`config.mk`:
```
export PLATFORM = sky130hd
export DESIGN_NAME = retrig_oneshot
export DESIGN_NICKNAME = d
export VERILOG_FILES = /design/src/rtl/ros_pkg.sv /design/src/rtl/ros_sync.sv /design/src/rtl/ros_trigger_qual.sv /design/src/rtl/ros_pulse_timer.sv /design/src/rtl/retrig_oneshot.sv
export SDC_FILE = /design/constraint.sdc
export NUM_CORES = 1
export LEC_CHECK = 0
export BUFFER_PORTS_ARGS = -buffer_cell sky130_fd_sc_hd__buf_2
export CAP_MARGIN = 10
export CORE_ASPECT_RATIO = 0.7
export CORE_UTILIZATION = 30
export DETAILED_ROUTE_END_ITERATION = 10
export HOLD_SLACK_MARGIN = 0.06
export PLACE_DENSITY_LB_ADDON = 0.25
export SLEW_MARGIN = 20
export SYNTH_ARGS = -nofsm -noshare
export SYNTH_HDL_FRONTEND = slang
export SYNTH_SLANG_ARGS = --single-unit
```
`constraint.sdc`:
```
create_clock -name clk -period 2.23 [get_ports clk]
set_input_delay 0.5575 -clock clk [delete_from_list [all_inputs] [get_ports clk]]
set_output_delay 0.5575 -clock clk [all_outputs]
set_load 0.02 [all_outputs]
```
`src/rtl/ros_pkg.sv`:
```
// Package: shared types for the retriggerable one-shot.
// Assumes: pin bundle order clear/rise/fall is only used internally.
package ros_pkg;

    // Bundle of the three trigger-related pins, carried together through sync.
    typedef struct packed {
        logic clr_n;
        logic rise_in;
        logic fall_in;
    } pins_t;

    // Which condition qualified a pulse start in the current cycle.
    typedef enum logic [1:0] {
        FIRE_NONE  = 2'd0,
        FIRE_FALL  = 2'd1,
        FIRE_RISE  = 2'd2,
        FIRE_CLEAR = 2'd3
    } fire_e;

    // Levels assumed at reset: both trigger pins inhibiting, clear released.
    localparam pins_t PINS_IDLE = '{clr_n: 1'b1, rise_in: 1'b0, fall_in: 1'b1};

endpackage

```
`src/rtl/ros_sync.sv`:
```
// Module: ros_sync
// Multi-stage synchronizer for a vector of asynchronous level inputs.
// Assumes: each bit is independent; no bus coherence is required.
module ros_sync #(
    parameter int               BITS    = 3,
    parameter int               STAGES  = 2,
    parameter logic [BITS-1:0]  RST_VAL = '0
) (
    input  logic            clk,
    input  logic            rst_n,
    input  logic [BITS-1:0] async_i,
    output logic [BITS-1:0] sync_o
);

    logic [BITS-1:0] stage_q [STAGES];

    genvar g;
    generate
        for (g = 0; g < STAGES; g++) begin : g_stage
            if (g == 0) begin : g_first
                // Capture the raw asynchronous levels.
                always_ff @(posedge clk) begin
                    if (!rst_n) stage_q[0] <= RST_VAL;
                    else        stage_q[0] <= async_i;
                end
            end else begin : g_next
                // Shift the previous stage onward to settle metastability.
                always_ff @(posedge clk) begin
                    if (!rst_n) stage_q[g] <= RST_VAL;
                    else        stage_q[g] <= stage_q[g-1];
                end
            end
        end
    endgenerate

    assign sync_o = stage_q[STAGES-1];

endmodule

```
`src/rtl/ros_trigger_qual.sv`:
```
// Module: ros_trigger_qual
// Detects edges on the synchronized pins and decides whether a pulse starts.
// Assumes: inputs are already synchronous; one cycle of history suffices.
module ros_trigger_qual
    import ros_pkg::*;
(
    input  logic  clk,
    input  logic  rst_n,
    input  pins_t lvl_i,
    output fire_e cause_o,
    output logic  clr_ok_o
);

    pins_t prev_q;
    logic  fall_edge;
    logic  rise_edge;
    logic  clr_edge;
    logic  fall_enables;
    logic  rise_enables;

    // Keep the previous synchronized levels for edge comparison.
    always_ff @(posedge clk) begin
        if (!rst_n) prev_q <= PINS_IDLE;
        else        prev_q <= lvl_i;
    end

    // Edges and enabling levels derived from current versus previous levels.
    always_comb begin
        fall_edge    = prev_q.fall_in & ~lvl_i.fall_in;
        rise_edge    = ~prev_q.rise_in & lvl_i.rise_in;
        clr_edge     = ~prev_q.clr_n & lvl_i.clr_n;
        fall_enables = ~lvl_i.fall_in;
        rise_enables = lvl_i.rise_in;
    end

    // Qualify: clear must be high; each edge is gated by the partner level.
    always_comb begin
        cause_o = FIRE_NONE;
        if (lvl_i.clr_n) begin
            if (clr_edge && fall_enables && rise_enables)
                cause_o = FIRE_CLEAR;
            else if (fall_edge && rise_enables)
                cause_o = FIRE_FALL;
            else if (rise_edge && fall_enables)
                cause_o = FIRE_RISE;
        end
    end

    assign clr_ok_o = lvl_i.clr_n;

endmodule

```
`src/rtl/ros_pulse_timer.sv`:
```
// Module: ros_pulse_timer
// Holds the programmed width and counts the pulse down; drives Q and Q-bar.
// Assumes: fire and clr_ok are synchronous; clear dominates fire.
module ros_pulse_timer #(
    parameter int WB          = 8,
    parameter int RESET_WIDTH = 4
) (
    input  logic          clk,
    input  logic          rst_n,
    input  logic          we_i,
    input  logic [WB-1:0] wdata_i,
    input  logic          fire_i,
    input  logic          clr_ok_i,
    output logic          q_o,
    output logic          qn_o,
    output logic [WB-1:0] cnt_o,
    output logic [WB-1:0] width_eff_o
);

    localparam logic [WB-1:0] RST_W = WB'(RESET_WIDTH);
    localparam logic [WB-1:0] ONE   = WB'(1);

    logic [WB-1:0] width_q;
    logic [WB-1:0] cnt_q;
    logic [WB-1:0] cnt_d;
    logic          q_q;
    logic          qn_q;

    // Width register, written only through the strobe.
    always_ff @(posedge clk) begin
        if (!rst_n)    width_q <= RST_W;
        else if (we_i) width_q <= wdata_i;
    end

    // A programmed zero behaves as one cycle.
    assign width_eff_o = (width_q == '0) ? ONE : width_q;

    // Next count: clear wins, then reload on trigger, else count down.
    always_comb begin
        if (!clr_ok_i)         cnt_d = '0;
        else if (fire_i)       cnt_d = width_eff_o;
        else if (cnt_q != '0)  cnt_d = cnt_q - ONE;
        else                   cnt_d = '0;
    end

    // Counter and both outputs registered from the next count.
    always_ff @(posedge clk) begin
        if (!rst_n) begin
            cnt_q <= '0;
            q_q   <= 1'b0;
            qn_q  <= 1'b1;
        end else begin
            cnt_q <= cnt_d;
            q_q   <= (cnt_d != '0);
            qn_q  <= (cnt_d == '0);
        end
    end

    assign q_o   = q_q;
    assign qn_o  = qn_q;
    assign cnt_o = cnt_q;

endmodule

```
`src/rtl/retrig_oneshot.sv`:
```
// Module: retrig_oneshot (top)
// Retriggerable one-shot with falling/rising trigger pins and active-low clear.
// Assumes: pins are asynchronous; width port is synchronous to clk.
module retrig_oneshot
    import ros_pkg::*;
#(
    parameter int WB          = 8,
    parameter int SYNC_STAGES = 2,
    parameter int RESET_WIDTH = 4
) (
    input  logic          clk,
    input  logic          rst_n,
    input  logic          trig_fall_i,
    input  logic          trig_rise_i,
    input  logic          clr_n_i,
    input  logic          width_we_i,
    input  logic [WB-1:0] width_i,
    output logic          pulse_o,
    output logic          pulse_n_o
);

    localparam int PIN_BITS = $bits(pins_t);

    pins_t         pins_raw;
    pins_t         pins_lvl;
    fire_e         cause;
    logic          fire;
    logic          clr_ok;
    logic          fall_lvl;
    logic          rise_lvl;
    logic [WB-1:0] cnt;
    logic [WB-1:0] width_eff;

    // Gather the raw pins into one bundle for the synchronizer.
    always_comb begin
        pins_raw.clr_n   = clr_n_i;
        pins_raw.rise_in = trig_rise_i;
        pins_raw.fall_in = trig_fall_i;
    end

    ros_sync #(
        .BITS    (PIN_BITS),
        .STAGES  (SYNC_STAGES),
        .RST_VAL (PIN_BITS'(PINS_IDLE))
    ) u_sync (
        .clk     (clk),
        .rst_n   (rst_n),
        .async_i (pins_raw),
        .sync_o  (pins_lvl)
    );

    ros_trigger_qual u_qual (
        .clk      (clk),
        .rst_n    (rst_n),
        .lvl_i    (pins_lvl),
        .cause_o  (cause),
        .clr_ok_o (clr_ok)
    );

    assign fire     = (cause != FIRE_NONE);
    assign fall_lvl = pins_lvl.fall_in;
    assign rise_lvl = pins_lvl.rise_in;

    ros_pulse_timer #(
        .WB          (WB),
        .RESET_WIDTH (RESET_WIDTH)
    ) u_timer (
        .clk         (clk),
        .rst_n       (rst_n),
        .we_i        (width_we_i),
        .wdata_i     (width_i),
        .fire_i      (fire),
        .clr_ok_i    (clr_ok),
        .q_o         (pulse_o),
        .qn_o        (pulse_n_o),
        .cnt_o       (cnt),
        .width_eff_o (width_eff)
    );

endmodule

```
==> impl_summary.txt, run 1 <==
----------------------------------------------------
[Outcome]
  Result of the run ... finished clean

[CTS]
  Maximum level of the CTS H-tree ... 1
  Post-cts resize count ... 0
  Number of clock sinks ... 27
  Buffer cell driving the clock tree root ... sky130_fd_sc_hd__clkbuf_8
  TritonCTS clock tree ... done
  Post-CTS Setup Inserts ... 0
  Total clock buffers created by CTS ... 3
  Deepest clock path buffer count ... 2
  Clk slew on worst S/H paths ... 0.09 ns
  Clock latency on the worst-skew pair ... 0.26 ns
  Hold Buf Count CTS ... 0

[Synth]
  Syn nets ... 141
  Dominant cell type by area after synthesis ... sky130_fd_sc_hd__dfxtp_1
  Count of unique library cells instantiated by Yosys ... 36
  Fraction of the yosys area taken by sequential cells ... 45.8%
  Number of warning messages in the yosys log ... 0
  Share of synthesized flip-flops with an asynchronous set or reset ... 0%
  Synth top area share ... 45.8%
  Synth cell count leaders ... sky130_fd_sc_hd__dfxtp_1 (27), sky130_fd_sc_hd__nor2_1 (16), sky130_fd_sc_hd__mux2i_1 (10)
  Flip-flop cell with the highest count after synthesis ... sky130_fd_sc_hd__dfxtp_1
  Number of storage elements in the synthesis netlist ... 27
  Mapped Cells ... 125
  Area contributors post-synth ... sky130_fd_sc_hd__dfxtp_1 (46%), sky130_fd_sc_hd__mux2i_1 (8.5%), sky130_fd_sc_hd__nor2_1 (5.1%)
  Post-synthesis instance area ... 0.00118 mm2
  Post-synth EDFFs ... 0
  Avg Synthesized Cell Area ... 9.44 um2
  Most frequent cell after synthesis ... sky130_fd_sc_hd__dfxtp_1

[Global route]
  Largest net degree at the start of global routing ... 20
  All-Layer GR Usage ... 12.4%
  Antenna violations before repair ... 0
  Overflow left after global routing ... 0
  First-pass GRT wire length ... 4.02 mm
  Vias in the first global route ... 877

[STA]
  Number of hold-slack violations in the final timing report ... 0
  Measured slew at the worst slew-check pin ... 0.490 ns
  Unrepaired setup endpoints after global routing ... false
  Worst clock skew ... 0.00435 ns
  Sum of negative setup slack ... 0 ns
  Max Slew Vio Count ... 0
  Fmax ... 0.488 GHz
  Setup violators final ... 0
  Fin crit period ... 2.05 ns
  Worst slew slack as a fraction of its limit ... 67.0%
  Post-route clock period utilization ... 91.9%
  Final critical-path setup slack ... 0.180 ns

[Die]
  Number of ports placed on the die boundary ... 16
  Die outline width ... 77.0 um
  Die outline area ... 0.00419 mm2
  Die boundary height ... 54.5 um
  Placeable Area ... 0.00365 mm2
  Initial core utilization ... 32.3%
  Rows ... 18

[Route]
  Length of the first detailed-routing pass in iterations ... 4
  Number of DRC markers in iteration 0 ... 55
  Sum of routed wire length over all layers ... 2.33 mm
  Count of vias placed by the detailed router ... 910
  # DRC ... 0
  Count of nets left with antenna violations after detail routing ... 0
  Vias per std cell ... 4.79
  Routed len/inst ... 12.3 um

[Power and ir drop]
  Power per cell area ... 1410 mW/mm2
  Leakage ... 0.561 nW
  IR drop worst, VDD ... 0.403 mV

[Place]
  Placer congestion estimate ... 0.885
  # port buffers ... 15
  Placement Setup Slack ... 0.260 ns
  Half-perimeter wire length of the detailed placement result ... 1.74 mm

[Job]
  Reported max-cap violation count ... 0

[Worst setup path]
  Crit end category ... register
  Setup crit start kind ... register
  Arrival time of data at the critical path endpoint ... 2.20 ns
  Critical path class ... register to register
  Crit-path max FO ... 6
  Worst path required time ... 2.38 ns

[Finish]
  Layout Nets ... 157
  Layout-stage area growth over the synthesis result ... 12.9%
  Ratio of cells with drive above 1 in the final layout ... 16.4%
  Number of antenna cells inserted ... 0

[Min path]
  Hold Crit Class ... register to register

----------------------------------------------------
## cell type report
class / instances / area [um2]
clock buffer: 4 / 45.0
fill: 376 / 2320
inverter: 3 / 11.3
multi-input combinational: 91 / 598
sequential: 27 / 541
tap: 50 / 62.6
timing repair buffer: 15 / 75.1
## final timing paths
path	from	to	slack (ns)	depth (start not counted)
max reg2reg	u_timer.cnt_o[0]	u_timer.q_o	0.18	7
min	u_sync.stage_q[0][2]	u_sync.stage_q[1][2]	0.41	1
max	u_timer.cnt_o[0]	u_timer.q_o	0.18	7
min reg2reg	u_sync.stage_q[0][2]	u_sync.stage_q[1][2]	0.41	1
## worst max-delay path, stage by stage (launching register included)
cell and delay (ns):
sky130_fd_sc_hd__dfxtp_1 0.36, sky130_fd_sc_hd__inv_1 0.10, sky130_fd_sc_hd__ha_1 0.20, sky130_fd_sc_hd__or3b_2 0.45, sky130_fd_sc_hd__o22ai_1 0.35, sky130_fd_sc_hd__o32ai_1 0.15
sky130_fd_sc_hd__and2b_1 0.24, sky130_fd_sc_hd__a31oi_1 0.09
## layout by cell type, fill, tap and decap left out, drive strengths merged, types with 4 or more instances in the layout
cell,Yosys,layout
a21oi,5,5
and2,4,4
buf,2,15
clkbuf,2,4
dfxtp,27,27
mux2i,10,10
nand2,7,7
nand2b,6,6
nor2,16,16
nor2b,7,7
## power breakdown
part           switching (W)  internal, W  leakage, nW
sequential          0.000109     0.000578        0.223
clock               0.000141     0.000127       0.0228
combinational       0.000482     0.000440        0.315
total               0.000733      0.00115        0.561
## flip-flops by register name, indices dropped and copies added (netlist names)
name and flops:
u_timer.cnt_o 8, u_timer.width_q 8, u_sync.stage_q 6, u_qual.prev_q 3
u_timer.q_o 1, u_timer.qn_o 1
## logic make-up (layout without fill, tap and decap cells)
family / count (synthesis) / after routing / share of synthesized area [%]
DFF: 27 / 27 / 45.8
adders and majority gates: 2 / 2 / 2.12
AOI/OAI and AO/OA: 19 / 19 / 11.2
muxes: 10 / 10 / 8.48
and+or+nand+nor: 57 / 57 / 26.6
buffers and inverters: 7 / 22 / 3.50
xor gates and xnor gates: 3 / 3 / 2.23
## routing by layer
metal	vias up	wire length [um]	part of all wire [%]	track usage, %
met5	-	0	0	0
met4	0	16	0.69	3.21
met3	2	120	5.2	2.67
met2	33	979	42	21.0
met1	411	1210	52	16.3
li1	464	-	-	-
## stage by stage
| stage | cells | hold slack, ns | util, % | power (W) | cell area (um2) |
|---|---|---|---|---|---|
| detailed placement | 186 | 0.396 | 35.3 | 0.00159 | 1290 |
| finish | 190 | 0.413 | 36.5 | 0.00188 | 1330 |
| CTS | 190 | 0.418 | 36.5 | 0.00187 | 1330 |
| global route | 190 | 0.436 | 36.5 | 0.00204 | 1330 |
| floorplan | 125 | 0.386 | - | 0.00141 | 1180 |
| global placement | 186 | 0.393 | 35.3 | 0.00158 | 1290 |
No activity file was read; power rests on OpenSTA's default activity.
==> run 2: changes to the inputs <==
--- a/config.mk
+++ b/config.mk
@@ -5,13 +5,12 @@
 export SDC_FILE = /design/constraint.sdc
 export NUM_CORES = 1
 export LEC_CHECK = 0
+export ABC_AREA = 0
 export BUFFER_PORTS_ARGS = -buffer_cell sky130_fd_sc_hd__buf_2
-export CAP_MARGIN = 10
 export CORE_ASPECT_RATIO = 0.7
 export CORE_UTILIZATION = 30
 export DETAILED_ROUTE_END_ITERATION = 10
 export HOLD_SLACK_MARGIN = 0.06
-export PLACE_DENSITY_LB_ADDON = 0.25
 export SLEW_MARGIN = 20
 export SYNTH_ARGS = -nofsm -noshare
 export SYNTH_HDL_FRONTEND = slang
==> run 2 against run 1 <==
Critical endpoint unchanged. Final area about the same. Register-to-register slack better by 0.07 ns. Total power down 0.87%. Sequential power about the same. Utilization about the same.
==> impl_summary.txt, run 2 (synthesized netlist as in run 1, its figures left out) <==
----------------------------------------------------
[Outcome]
  Result of the run ... finished clean

[Place]
  # port buffers ... 15 (unchanged)
  Half-perimeter wire length of the detailed placement result ... 1.67 mm (-4.0%)
  Post-Place Cell Area ... 0.00129 mm2 (unchanged)
  Placement Setup Slack ... 0.269 ns (+0.00931 ns)
  Placer congestion estimate ... 0.893 (+0.87%)

[Power and ir drop]
  Share of power burned in registers ... 36.9% (+0.3 points)
  Share of total power consumed by net switching ... 38.8% (-0.27 points)
  Cell Int Power ... 0.00114 W (-0.43%)
  Switching power of the nets ... 0.000722 W (-1.6%)
  IR drop worst, VDD ... 0.544 mV (+35%)
  Leakage ... 0.564 nW (+0.49%)
  Clock power share ... 14.7% (+0.4 points)
  Relative contribution of combinational cells to total power ... 48.4% (-0.7 points)
  Power per cell area ... 1400 mW/mm2 (-0.97%)
  Total power draw ... 0.00186 W (-0.87%)

[Job]
  Reported max-cap violation count ... 0 (unchanged)

[CTS]
  TritonCTS clock tree ... done
  Maximum level of the CTS H-tree ... 1 (unchanged)
  Post-CTS Setup Inserts ... 0 (unchanged)
  Deepest clock path buffer count ... 2 (unchanged)
  Number of clock sinks ... 27 (unchanged)
  Hold Buf Count CTS ... 0 (unchanged)
  Post-cts resize count ... 0 (unchanged)
  Total clock buffers created by CTS ... 3 (unchanged)
  Clock latency on the worst-skew pair ... 0.27 ns (about the same)
  Clk slew on worst S/H paths ... 0.09 ns (about the same)
  Buffer cell driving the clock tree root ... sky130_fd_sc_hd__clkbuf_8

[Finish]
  Fraction of the core area covered by cells at the end of the flow ... 36.6% (about the same)
  Ratio of cells with drive above 1 in the final layout ... 17.1% (+0.71 points)
  Number of antenna cells inserted ... 0 (unchanged)
  Layout-stage area growth over the synthesis result ... 13.0% (about the same)
  Layout Nets ... 157 (unchanged)
  FILL cells ... 377 (+0.27%)
  Total non-filler cell area in the finished layout ... 0.00133 mm2 (about the same)
  Most common library cell in the layout ignoring fill and taps ... sky130_fd_sc_hd__dfxtp_1
  Most frequent cells in the layout ... sky130_fd_sc_hd__dfxtp_1 (27), sky130_fd_sc_hd__nor2_1 (16), sky130_fd_sc_hd__buf_2 (15)

[Worst setup path]
  Critical Path Start ... u_timer.cnt_o[0]
  Setup crit start kind ... register
  CP endpoint ... u_timer.q_o
  Crit-path max FO ... 6 (unchanged)
  Worst path required time ... 2.39 ns (about the same)
  Crit end category ... register
  Critical path class ... register to register
  Arrival time of data at the critical path endpoint ... 2.13 ns (-0.07 ns)
  End of the worst register-to-register path ... u_timer.q_o
  R2r setup slk ... 0.25 ns (+0.07 ns)
  Worst reg2reg path startpoint ... u_timer.cnt_o[0]
  Reg2Reg Depth ... 7 (unchanged)

[Die]
  Number of ports placed on the die boundary ... 16 (unchanged)
  Die outline area ... 0.00419 mm2 (unchanged)
  Die boundary height ... 54.5 um (unchanged)
  Placeable Area ... 0.00365 mm2 (unchanged)
  Initial core utilization ... 32.3% (unchanged)
  Die outline width ... 77.0 um (unchanged)
  Rows ... 18 (unchanged)

[Min path]
  Hold Crit Class ... register to register

[Route]
  Count of nets left with antenna violations after detail routing ... 0 (unchanged)
  Routed len/inst ... 11.5 um (-5.8%)
  Number of DRC markers in iteration 0 ... 35 (-36%)
  Count of vias placed by the detailed router ... 926 (+1.8%)
  # DRC ... 0 (unchanged)
  Sum of routed wire length over all layers ... 2.19 mm (-5.8%)
  Length of the first detailed-routing pass in iterations ... 4 (unchanged)
  Vias per std cell ... 4.87 (+1.8%)

[STA]
  Final critical-path setup slack ... 0.252 ns (+0.0712 ns)
  Setup violators final ... 0 (unchanged)
  Number of hold-slack violations in the final timing report ... 0 (unchanged)
  Worst clock skew ... 0.00125 ns (-0.00309 ns)
  Fin crit period ... 1.98 ns (-0.0712 ns)
  Post-route clock period utilization ... 88.7% (-3.2 points)
  Unrepaired setup endpoints after global routing ... false
  Measured slew at the worst slew-check pin ... 0.499 ns (+0.00905 ns)
  Sum of negative setup slack ... 0 ns (unchanged)
  Worst slew slack as a fraction of its limit ... 66.4% (-0.61 points)
  Max Slew Vio Count ... 0 (unchanged)
  Fmax ... 0.505 GHz (+3.6%)

[Global route]
  First-pass GRT wire length ... 3.69 mm (-8.1%)
  All-Layer GR Usage ... 11.5% (-0.93 points)
  Overflow left after global routing ... 0 (unchanged)
  Vias in the first global route ... 826 (-5.8%)
  Largest net degree at the start of global routing ... 20 (unchanged)
  Antenna violations before repair ... 0 (unchanged)

----------------------------------------------------
==> run 2: cell types whose count changed in the layout (fill, tap and decap cells not counted) <==
cell | previous run | this run
sky130_fd_sc_hd__clkinv_2 | 0 | 1
sky130_fd_sc_hd__clkbuf_1 | 1 | 0
==> run 2: cell type report <==
cell class / count / area [um2] / area share, %
Multi-Input combinational cell: 91 / 598 / 44.8
Sequential cell: 27 / 541 / 40.5
Timing Repair Buffer: 15 / 75.1 / 5.63
Tap cell: 50 / 62.6 / 4.69
Clock buffer: 3 / 41.3 / 3.10
Inverter: 3 / 11.3 / 0.844
Clock inverter: 1 / 5.00 / 0.375
==> run 2: power by group through the flow <==
stage	combinational [W]	sequential (W)	clock (W)
global route	0.00100	0.000702	0.000309
detailed placement	0.000893	0.000693	0
CTS	0.000899	0.000682	0.000283
global placement	0.000900	0.000690	0
floorplan	0.000729	0.000683	0
finish	0.000902	0.000686	0.000274
==> run 2: metrics by stage <==
step,std cells,hold WS (ns)
floorplan,125,0.386
CTS,190,0.419
detailed placement,186,0.397
finish,190,0.417
global route,190,0.435
global placement,186,0.400
==> run 2: worst min-delay path by stage <==
stage	from	cells after the start	end
6_report	u_sync.stage_q[0][2]	1	u_sync.stage_q[1][2]
5_1_grt	u_sync.stage_q[0][2]	1	u_sync.stage_q[1][2]
4_1_cts	u_sync.stage_q[0][2]	1	u_sync.stage_q[1][2]
3_5_place_dp	u_sync.stage_q[0][2]	1	u_sync.stage_q[1][2]
3_3_place_gp	u_sync.stage_q[0][0]	1	u_sync.stage_q[1][0]
2_1_floorplan	u_sync.stage_q[0][0]	1	u_sync.stage_q[1][0]
==> run 2: metal layers <==
metal / track usage (%) / share of wire (%) / vias up
met4: 3.21 / 0 / 0
met5: 0 / 0 / -
met3: 4.00 / 7.1 / 0
met1: 14.5 / 50 / 425
met2: 18.8 / 43 / 35
li1: - / - / 466
==> run 2: worst max-delay path, cell delays in order, from the launching register on <==
cell and delay (ns):
sky130_fd_sc_hd__dfxtp_1 0.37, sky130_fd_sc_hd__inv_1 0.10, sky130_fd_sc_hd__ha_1 0.19, sky130_fd_sc_hd__or3b_2 0.44
sky130_fd_sc_hd__o22ai_1 0.31, sky130_fd_sc_hd__o32ai_1 0.15, sky130_fd_sc_hd__and2b_1 0.22, sky130_fd_sc_hd__a31oi_1 0.08
==> run 3: changes to the inputs <==
--- a/config.mk
+++ b/config.mk
@@ -10,6 +10,7 @@
 export CORE_ASPECT_RATIO = 0.7
 export CORE_UTILIZATION = 30
 export DETAILED_ROUTE_END_ITERATION = 10
+export GPL_TIMING_DRIVEN = 0
 export HOLD_SLACK_MARGIN = 0.06
 export SLEW_MARGIN = 20
 export SYNTH_ARGS = -nofsm -noshare
==> run 3 against run 2 <==
Utilization increased by 0.82 points. Via count increased by 0.11%. Total power increased by 2.9%. Die area unchanged. Wire length increased by 8.3%. Final cell count increased by 1.1%. Critical path type unchanged. Highest routed layer is now met4.
==> impl_summary.txt, run 3 (synthesized netlist as in run 1, its figures left out) <==
----------------------------------------------------
[Global route]
  All-Layer GR Usage ... 12.0% (+0.53 points)
  Antenna violations before repair ... 0 (unchanged)
  Fraction of met2 tracks used by global routing ... 21.3% (+2.5 points)
  Overflow left after global routing ... 0 (unchanged)
  GRT busiest layer ... met2
  Vias in the first global route ... 845 (+2.3%)
  Fraction of met3 tracks used by global routing ... 3.00% (-1.0 points)
  Met1 Resource Use GR ... 15.2% (+0.73 points)
  First-pass GRT wire length ... 3.86 mm (+4.5%)
  Largest net degree at the start of global routing ... 18 (-10%)

[Die]
  Rows ... 18 (unchanged)
  Initial core utilization ... 32.3% (unchanged)
  Die outline width ... 77.0 um (unchanged)
  Number of ports placed on the die boundary ... 16 (unchanged)
  Placeable Area ... 0.00365 mm2 (unchanged)
  Die boundary height ... 54.5 um (unchanged)
  Die outline area ... 0.00419 mm2 (unchanged)

[Finish]
  Layout-stage area growth over the synthesis result ... 15.6%
  Ratio of cells with drive above 1 in the final layout ... 17.6% (+0.46 points)
  Most common library cell in the layout ignoring fill and taps ... sky130_fd_sc_hd__dfxtp_1
  FILL cells ... 381 (+1.1%)
  Fraction of the core area covered by cells at the end of the flow ... 37.4% (+0.82 points)
  Layout Nets ... 159 (+1.3%)
  Most frequent cells in the layout ... sky130_fd_sc_hd__dfxtp_1 (27), sky130_fd_sc_hd__nor2_1 (16), sky130_fd_sc_hd__buf_2 (13)
  Number of antenna cells inserted ... 0 (unchanged)

[Worst setup path]
  Worst path cell trace ... inv_1 -> ha_1 -> or3b_2 -> o22ai_2 -> o32ai_1 -> and2b_1 -> a31oi_1
  Crit end category ... register
  Critical path class ... register to register
  Worst path required time ... 2.38 ns (about the same)
  Crit-path max FO ... 6 (unchanged)
  Worst stage delay on the critical path ... 0.47 ns (+0.03 ns)
  Cell type of the slowest stage on the worst timing path ... sky130_fd_sc_hd__or3b_2
  Cell family with most CP delay ... simple AND/OR/NAND/NOR gates
  Arrival time of data at the critical path endpoint ... 2.10 ns (-0.03 ns)
  Buffers and inverters on the worst path ... 1 (unchanged)
  Setup crit start kind ... register

[Power and ir drop]
  Power per cell area ... 1400 mW/mm2 (+0.59%)
  Leakage ... 0.574 nW (+1.8%)
  IR drop worst, VDD ... 0.589 mV (+8.4%)

[STA]
  Max Slew Vio Count ... 0 (unchanged)
  Fmax ... 0.515 GHz (+1.8%)
  Worst slew slack as a fraction of its limit ... 64.0% (-2.4 points)
  Worst clock skew ... 0.00353 ns (+0.00228 ns)
  Number of hold-slack violations in the final timing report ... 0 (unchanged)
  Post-route clock period utilization ... 87.1% (-1.6 points)
  Setup violators final ... 0 (unchanged)
  Fin crit period ... 1.94 ns (-0.0358 ns)
  Measured slew at the worst slew-check pin ... 0.540 ns (+0.0404 ns)
  Unrepaired setup endpoints after global routing ... false
  Sum of negative setup slack ... 0 ns (unchanged)

[CTS]
  TritonCTS clock tree ... done
  Total clock buffers created by CTS ... 3 (unchanged)
  Clk slew on worst S/H paths ... 0.09 ns (about the same)
  Number of clock sinks ... 27 (unchanged)
  Maximum level of the CTS H-tree ... 1 (unchanged)
  Buffer cell driving the clock tree root ... sky130_fd_sc_hd__clkbuf_8
  Deepest clock path buffer count ... 2 (unchanged)
  Post-CTS Setup Inserts ... 0 (unchanged)
  Clock latency on the worst-skew pair ... 0.27 ns (about the same)

[Outcome]
  Result of the run ... finished clean

[Route]
  Number of DRC markers in iteration 0 ... 54 (+54%)
  Count of nets left with antenna violations after detail routing ... 0 (unchanged)
  Length of the first detailed-routing pass in iterations ... 4 (unchanged)
  Sum of routed wire length over all layers ... 2.38 mm (+8.3%)
  Count of vias placed by the detailed router ... 927 (+0.11%)
  Vias per std cell ... 4.83 (-0.93%)
  Routed len/inst ... 12.4 um (+7.2%)
  # DRC ... 0 (unchanged)

[Place]
  Placer congestion estimate ... 0.777 (-13%)
  # port buffers ... 13 (-2)
  Half-perimeter wire length of the detailed placement result ... 1.83 mm (+9.5%)

[Min path]
  Hold Crit Class ... register to register

[Job]
  Reported max-cap violation count ... 0 (unchanged)

----------------------------------------------------
[run 3: cell type report]
type	count	area (um2)	area share, %
Timing Repair Buffer	13	65.1	4.77
Multi-Input combinational cell	91	604	44.3
Tap cell	50	62.6	4.59
Buffer	4	30.0	2.20
Clock inverter	1	8.76	0.642
Sequential cell	27	541	39.6
Clock buffer	3	41.3	3.03
Inverter	3	11.3	0.826
[run 3: metal layers]
metal	wire (um)	part of all wire (%)
met5	0	0
met1	1180	50
met2	1090	46
met3	88	3.7
met4	18	0.76
[run 3: path summary, 6_finish.rpt]
path         slack, ns  depth (start not counted)            startpoint                    to
min reg2reg       0.42                          1  u_sync.stage_q[0][2]  u_sync.stage_q[1][2]
min               0.42                          1  u_sync.stage_q[0][2]  u_sync.stage_q[1][2]
max reg2reg       0.29                          7      u_timer.cnt_o[0]           u_timer.q_o
max               0.29                          7      u_timer.cnt_o[0]           u_timer.q_o
[run 3: timing repair]
action                                  4_1_cts  5_1_grt
hold buffers                                  0        0
resized for setup                             0        1
endpoints found under the setup margin        0        1
[run 3: where the power goes]
group          total [W]  leakage (nW)  internal [W]  switching (W)
logic           0.000942         0.325      0.000449       0.000494
clock network   0.000284        0.0261      0.000131       0.000153
registers       0.000689         0.223      0.000578       0.000111
total            0.00192         0.574       0.00116       0.000757
[run 3: through the flow]
stage | power, W | std cells | hold slack [ns] | worst slack (ns) | area, um2
2_1_floorplan | 0.00141 | 125 | 0.386 | 0.469 | 1180
3_3_place_gp | 0.00157 | 188 | 0.397 | 0.265 | 1310
3_5_place_dp | 0.00161 | 188 | 0.396 | 0.221 | 1310
4_1_cts | 0.00189 | 192 | 0.420 | 0.201 | 1360
5_1_grt | 0.00207 | 192 | 0.438 | 0.146 | 1360
6_report | 0.00192 | 192 | 0.417 | 0.287 | 1360
[run 3: worst register-to-register path, stage by stage (launching register included)]
cell and delay (ns):
sky130_fd_sc_hd__dfxtp_1 0.38, sky130_fd_sc_hd__inv_1 0.11, sky130_fd_sc_hd__ha_1 0.18, sky130_fd_sc_hd__or3b_2 0.47, sky130_fd_sc_hd__o22ai_2 0.25, sky130_fd_sc_hd__o32ai_1 0.14
sky130_fd_sc_hd__and2b_1 0.22, sky130_fd_sc_hd__a31oi_1 0.08
